<file path="config.mk">
export PLATFORM = sky130hd
export DESIGN_NAME = dbarb_parked
export DESIGN_NICKNAME = d
export VERILOG_FILES = /design/src/rtl/dbarb_pkg.sv /design/src/rtl/dbarb_park_ctl.sv /design/src/rtl/dbarb_prio.sv /design/src/rtl/dbarb_parked.sv
export SDC_FILE = /design/constraint.sdc
export NUM_CORES = 1
export LEC_CHECK = 0
export CAP_MARGIN = 40
export CORE_AREA = 4 4 41 43
export DETAILED_ROUTE_END_ITERATION = 10
export DIE_AREA = 0 0 45 47
export PLACE_DENSITY = 0.49
export SETUP_SLACK_MARGIN = 0.15
export SYNTH_ARGS = -nofsm -noshare
export SYNTH_HDL_FRONTEND = slang
export SYNTH_SLANG_ARGS = --single-unit
</file>
<file path="constraint.sdc">
create_clock -name clk -period 0.8 [get_ports clk]
set_input_delay 0.16 -clock clk [delete_from_list [all_inputs] [get_ports clk]]
set_output_delay 0.16 -clock clk [all_outputs]
set_load 0.02 [all_outputs]
</file>
<file path="src/rtl/dbarb_pkg.sv">
package dbarb_pkg;
    // Index of the master the grant rests on when the bus is idle.
    localparam int unsigned DBARB_DEF_MST = 0;

    // Whether the processor may be parked under the current mode flags.
    function automatic logic dbarb_park_allowed(input logic ff_mode, input logic no_rd_retry);
        return (!ff_mode) || no_rd_retry;
    endfunction
endpackage

</file>
<file path="src/rtl/dbarb_park_ctl.sv">
module dbarb_park_ctl
    import dbarb_pkg::*;
(
    input  logic ff_mode_i,
    input  logic no_rd_retry_i,
    output logic park_ok_o
);
    // In fast-forward mode the processor has no spare cycle to notice a late
    // address retry, so the grant may only rest on it when read hits are
    // never retried.
    always_comb begin
        park_ok_o = dbarb_park_allowed(ff_mode_i, no_rd_retry_i);
    end
endmodule

</file>
<file path="src/rtl/dbarb_prio.sv">
module dbarb_prio #(
    parameter int unsigned N_MST = 4
) (
    input  logic [N_MST-1:0] dem_i,
    output logic [N_MST-1:0] win_o
);
    // seen[i] is set when any lower-index master demands the bus.
    logic [N_MST:0] seen;

    assign seen[0] = 1'b0;

    for (genvar gi = 0; gi < N_MST; gi++) begin : g_chain
        assign seen[gi+1] = seen[gi] | dem_i[gi];
        assign win_o[gi]  = dem_i[gi] & ~seen[gi];
    end
endmodule

</file>
<file path="src/rtl/dbarb_parked.sv">
module dbarb_parked
    import dbarb_pkg::*;
#(
    parameter int unsigned N_MST = 4
) (
    input  logic             clk,
    input  logic             rst_n,
    input  logic [N_MST-1:0] req_i,
    input  logic             ts_i,
    input  logic             dbb_i,
    input  logic             ff_mode_i,
    input  logic             no_rd_retry_i,
    output logic [N_MST-1:0] dbg_o,
    output logic             park_en_o
);
    localparam logic [N_MST-1:0] DEF_ONEHOT = N_MST'(1) << DBARB_DEF_MST;

    typedef struct packed {
        logic             park;
        logic [N_MST-1:0] gnt;
    } arb_st_t;

    arb_st_t          st_d;
    arb_st_t          st_q;
    logic             park_ok;
    logic [N_MST-1:0] dem;
    logic [N_MST-1:0] win;

    dbarb_park_ctl u_park (
        .ff_mode_i     (ff_mode_i),
        .no_rd_retry_i (no_rd_retry_i),
        .park_ok_o     (park_ok)
    );

    // A transfer start from the processor counts as demand from it.
    always_comb begin
        dem = req_i;
        dem[DBARB_DEF_MST] = req_i[DBARB_DEF_MST] | ts_i;
    end

    dbarb_prio #(.N_MST(N_MST)) u_prio (
        .dem_i (dem),
        .win_o (win)
    );

    always_comb begin
        st_d      = st_q;
        st_d.park = park_ok;
        if (dbb_i) begin
            // A busy bus removes every qualified grant in the next cycle.
            st_d.gnt = '0;
        end else if (|dem) begin
            st_d.gnt = win;
        end else if (park_ok) begin
            st_d.gnt = DEF_ONEHOT;
        end else begin
            st_d.gnt = '0;
        end
    end

    always_ff @(posedge clk or negedge rst_n) begin
        if (!rst_n) begin
            st_q <= '0;
        end else begin
            st_q <= st_d;
        end
    end

    assign dbg_o     = st_q.gnt;
    assign park_en_o = st_q.park;
endmodule

</file>
==> After elaboration in Yosys (flattened, before gate mapping) <==
Index checks and enable logic that the tools add are counted.
{ "word_totals": {"ff_bits": 5, "inputBits": 10, "output_inout_bits": 5, "wordCells": 17} }
{ "op_classes": {"n_mux": 3, "n_bitwise": 9, "reduce_logical": 3} }
{ "op_table": {"columns": ["operator", "n"], "rows": [
  ["4-bit two-way mux", 2],
  ["4-bit OR reduction", 1],
  ["1-bit AND", 3],
  ["1-bit NOT", 3],
  ["1-bit OR", 3],
  ["1-bit logical NOT", 1],
  ["1-bit logical OR", 1],
  ["1-bit two-way mux", 1]
]} }

==> Logic depth before layout (Yosys ltp) <==
Gate-level depths: netlist (run 1).
{ "depth": {"word_depth": 7, "mapped_depth": 2, "ltp_nobuf": 2} }

==> Hierarchy <==
A second synthesis (run 1) with hierarchy kept.
{ "hier_totals": {"hier_cells": 20, "hier_area_um2": 235.2} }
{ "by_module_without_submodules": {"columns": ["mod", "area_per_inst_um2", "cells_each", "instances", "seq_area_each_um2"], "rows": [
  ["dbarb_parked", 192.7, 15, 1, 125.1],
  ["dbarb_prio", 36.3, 4, 1, 0.0],
  ["dbarb_park_ctl", 6.3, 1, 1, 0.0]
]} }

==> Worst setup path before layout (run 1) <==
OpenSTA, ideal clock, no wires.
{ "synth_path": {"path_kind": "input port to flip-flop", "from": "input port req_i[1]", "to": "register st_q (netlist bit dbg_o[0])", "cell_stages": 2, "n_path_buf": 0, "t_arrival_ns": 0.520, "t_required_ns": 0.722, "setup_slack_ns": 0.203, "setup_ns": 0.078, "path_cell_list": "nor4_2 o2bb2ai_1"} }
{ "synth_lines": {"columns": ["element", "line", "rtl"], "rows": [
  ["start: declaration", "dbarb_parked.sv:8", "input logic [N_MST-1:0] req_i,"],
  ["end signal: assignment", "dbarb_parked.sv:65", "st_q <= st_d;"],
  ["end: declaration", "dbarb_parked.sv:24", "arb_st_t st_q;"]
]} }

==> Worst setup path after layout (run 1) <==
{ "layout_path": {"from": "register st_q (netlist bit dbg_o[2])", "to": "output port dbg_o[2]"} }
{ "layout_lines": {"columns": ["element", "line", "rtl"], "rows": [
  ["end: declaration", "dbarb_parked.sv:13", "output logic [N_MST-1:0] dbg_o,"]
]} }
No word-level cell between the ends.

==> summary.md, run 1 <==
| Metric | Value |
|---|---|
| Status | complete, but fails checks |
| Failing checks | setup timing |
| Hold_ws | 0.133 ns |
| First-pass GRT wire length | around 700 um |
| Clock sinks | 5 |
| Top cell type's share of synthesized area | between 60% and 70% |
| Multi-input logic area | between 80 and 90 um^2 |
| Vias in the first global route | between 150 and 200 |
| Final Worst Setup Slack | -0.0937 ns |
| Yosys reg bits | 5 |
| Dpl ws | -0.320 ns |
| Largest net degree at the start of global routing | 6 |
| Crit path capture type | output pin |
| Critical path arrival | around 0.73 ns |
| Post-Syn Area | between 150 and 200 um^2 |
| Hold Crit Class | input port to async pin |
| Leakage | roughly 0.18 nW |
| Slew HR | a little over four fifths |
| Inst Count DP | between 40 and 50 |
| VDD IR max | ~0.34 mV |
| Final design instance area without fill | 379 um^2 |
| Final net count | between 40 and 50 |
| Data required, critical path | 0.64 ns |
| Fill cell count | approximately 150 |
| Hold buffers post-CTS | 0 |
| Chip height | approximately 47 um |
| Area delta synth->final | 98.0% |
| Crit path max-delay cell type | dfrtp_1 |
| Fin. max-slew vios | 0 |
| Clock power share | a little over two fifths |
| Antenna diodes | 0 |
| Gp weighted congestion | around 0.73 |
| Pwr Density | around 1700 nW/um^2 |
| Routed wire length | between 400 and 500 um |
| CTS tree | yes |
| Mapped Avg Cell Area | about 15 um^2 |
| Syn nets | 23 |
| Starting Density | about 15% |
| Fmax achieved | between 1 and 1.5 GHz |
| Core Region | around 1300 um^2 |
| Switching Fraction | between 20% and 30% |
| Detailed Routing Iterations Pass 1 | 1 |
| Die area | between 2000 and 2500 um^2 |
| Worst-margin pin slew | roughly 0.25 ns |
| Critical-path cell list | buf_6 |
| Crit path max fanout | 1 |
| CP Buf/Inv Count | 1 |
| Synth cell count leaders | 5 x dfrtp_1, 2 x nor2_1 |
| Most common cell in the synthesized netlist | dfrtp_1 |
| Finished Layout Cells | between 40 and 50 |
| Register Area | ~130 um^2 |
| Delay-heaviest family, CP | flip-flops |
| Die W | 45 um |
| Synth Flop Type | dfrtp_1 |
| Wirelength per Cell | approximately 9.8 um |
| Internal power | ~0.5 mW |
| RSZ-0062 raised after global routing | true |
| GRT overflow | 0 |
| Port-buffer cells | 14 |
| Deepest clock path buffer count | 2 |
| Total Neg Setup Slack | -0.449 ns |
| Ranking of synthesized cells by area | dfrtp_1 65%, nor4b_2 7.8%, nor4_2 6.5% |
| Std cell rows | 13 |
| H-tree depth | 1 |
| Setup-failing EPs final | 5 |
| Setup Fix Bufs, Post-CTS | 0 |
| Number of antenna violations at the first check in global routing | 0 |
| Startpoint kind of the worst setup timing path | register |
| # IOs | 15 |
| Num CTS Buffers | 3 |
| Psw | roughly 0.14 mW |
| Clock Pin Slew Worst Setup and Hold Paths | approximately 0.040 ns |
| GRT Overall Usage | approximately 5.9% |
| Crit path kind | register to output pin |
| Post-synth cell types | 8 |
| Synth area leader | dfrtp_1 |
| CP max stage delay | 0.37 ns |
| ANT nets after route | 0 |
| Proportion of layout cells with a drive suffix above 1 | between 50% and 60% |
| Combinational share of power | between 10% and 20% |
| Post-synth EDFFs | 0 |
| Routed vias | 180 |
| Synth Warn # | 0 |
| Share of total power in sequential cells | 41.4% |
| Post-synthesis async set-or-reset flop share | 100% |
| Max Cap Viol | 0 |
| Tcrit/Tclk final | 112% |
| Vias per inst | 3.91 |
| Sequential area share after synthesis | 65.4% |
| Remaining DRCs | 0 |
| Initial DRC count | 0 |
| Post-DP HPWL | 352 um |
| Placed cell area | between 300 and 400 um^2 |
| CTS Root Cell | clkbuf_4 |
| Period minus WS final | 0.894 ns |
| Cells after synthesis | 13 |
| Final Hold Violating Endpoints | 0 |
power groups by stage:
stage	combinational (mW)	sequential [mW]	clock [mW]
floorplan	0.0129	0.281	0
detailed placement	0.101	0.268	0
global route	0.103	0.267	0.301
finish	0.0954	0.267	0.283
global placement	0.100	0.268	0
CTS	0.0990	0.267	0.300
final cells by class:
type,count,share of cell area (%)
repair buffers,14,33.3
well taps,15,4.95
multi-input cells,8,21.8
clock buffers,4,6.93
flip-flops and latches,5,33.0
worst paths after layout:
path,start,endpoint,slack [ns],cells past startpoint
min in group clk,dbb_i,dbg_o[1],0.18,2
worst min-delay path,rst_n,dbg_o[3],0.13,1
worst max-delay path,dbg_o[2],dbg_o[2],-0.09,1
max in group asynchronous,rst_n,dbg_o[1],0.49,1
metrics by stage:
step | util [%] | power [mW]
6_report | 29.1 | 0.645
5_1_grt | 29.1 | 0.672
4_1_cts | 30.1 | 0.666
3_5_place_dp | 26.9 | 0.370
2_1_floorplan | - | 0.293
3_3_place_gp | 26.9 | 0.368
per-layer routing:
metal / share of wire [%] / global-route usage (%) / routed length, um
met1: 39 / 4.87 / 177
met2: 34 / 6.78 / 154
met3: 20 / 4.21 / 91
met4: 6.0 / 10.5 / 27
met5: 0 / 0 / 0
flip-flops by register name (all words and copies together) (netlist names):
name       cells
park_en_o      1
dbg_o          4
what timing repair did:
action | in CTS | in global routing
pin swaps | 3 | 2
gates cloned | 0 | 0
endpoints found under the setup margin | 9 | 7
resized for setup | 43 | 5
cells by family after synthesis:
group	Yosys count	synth area share, %
compound gates	1	4.58
simple gates	7	30.1
flops	5	65.4
cells in the final DEF (no fill, tap or decap), types with 3 or more instances in the layout:
cell type      count
clkbuf_4           3
buf_6              5
clkbuf_2           3
dlygate4sd2_1      4
dfrtp_1            5
No activity file was read; power rests on OpenSTA's default activity.
==> run 2, diff against run 1 <==
- ABC_CLOCK_PERIOD_IN_PS: default -> 800
==> results of run 2 <==
No change in the layout: final DEF, timing and power equal those of run 1.
==> run 3, diff against run 2 <==
- CTS_CLUSTER_SIZE: default -> 30
==> results of run 3 <==
No change in the layout: final DEF, timing and power equal those of run 1.
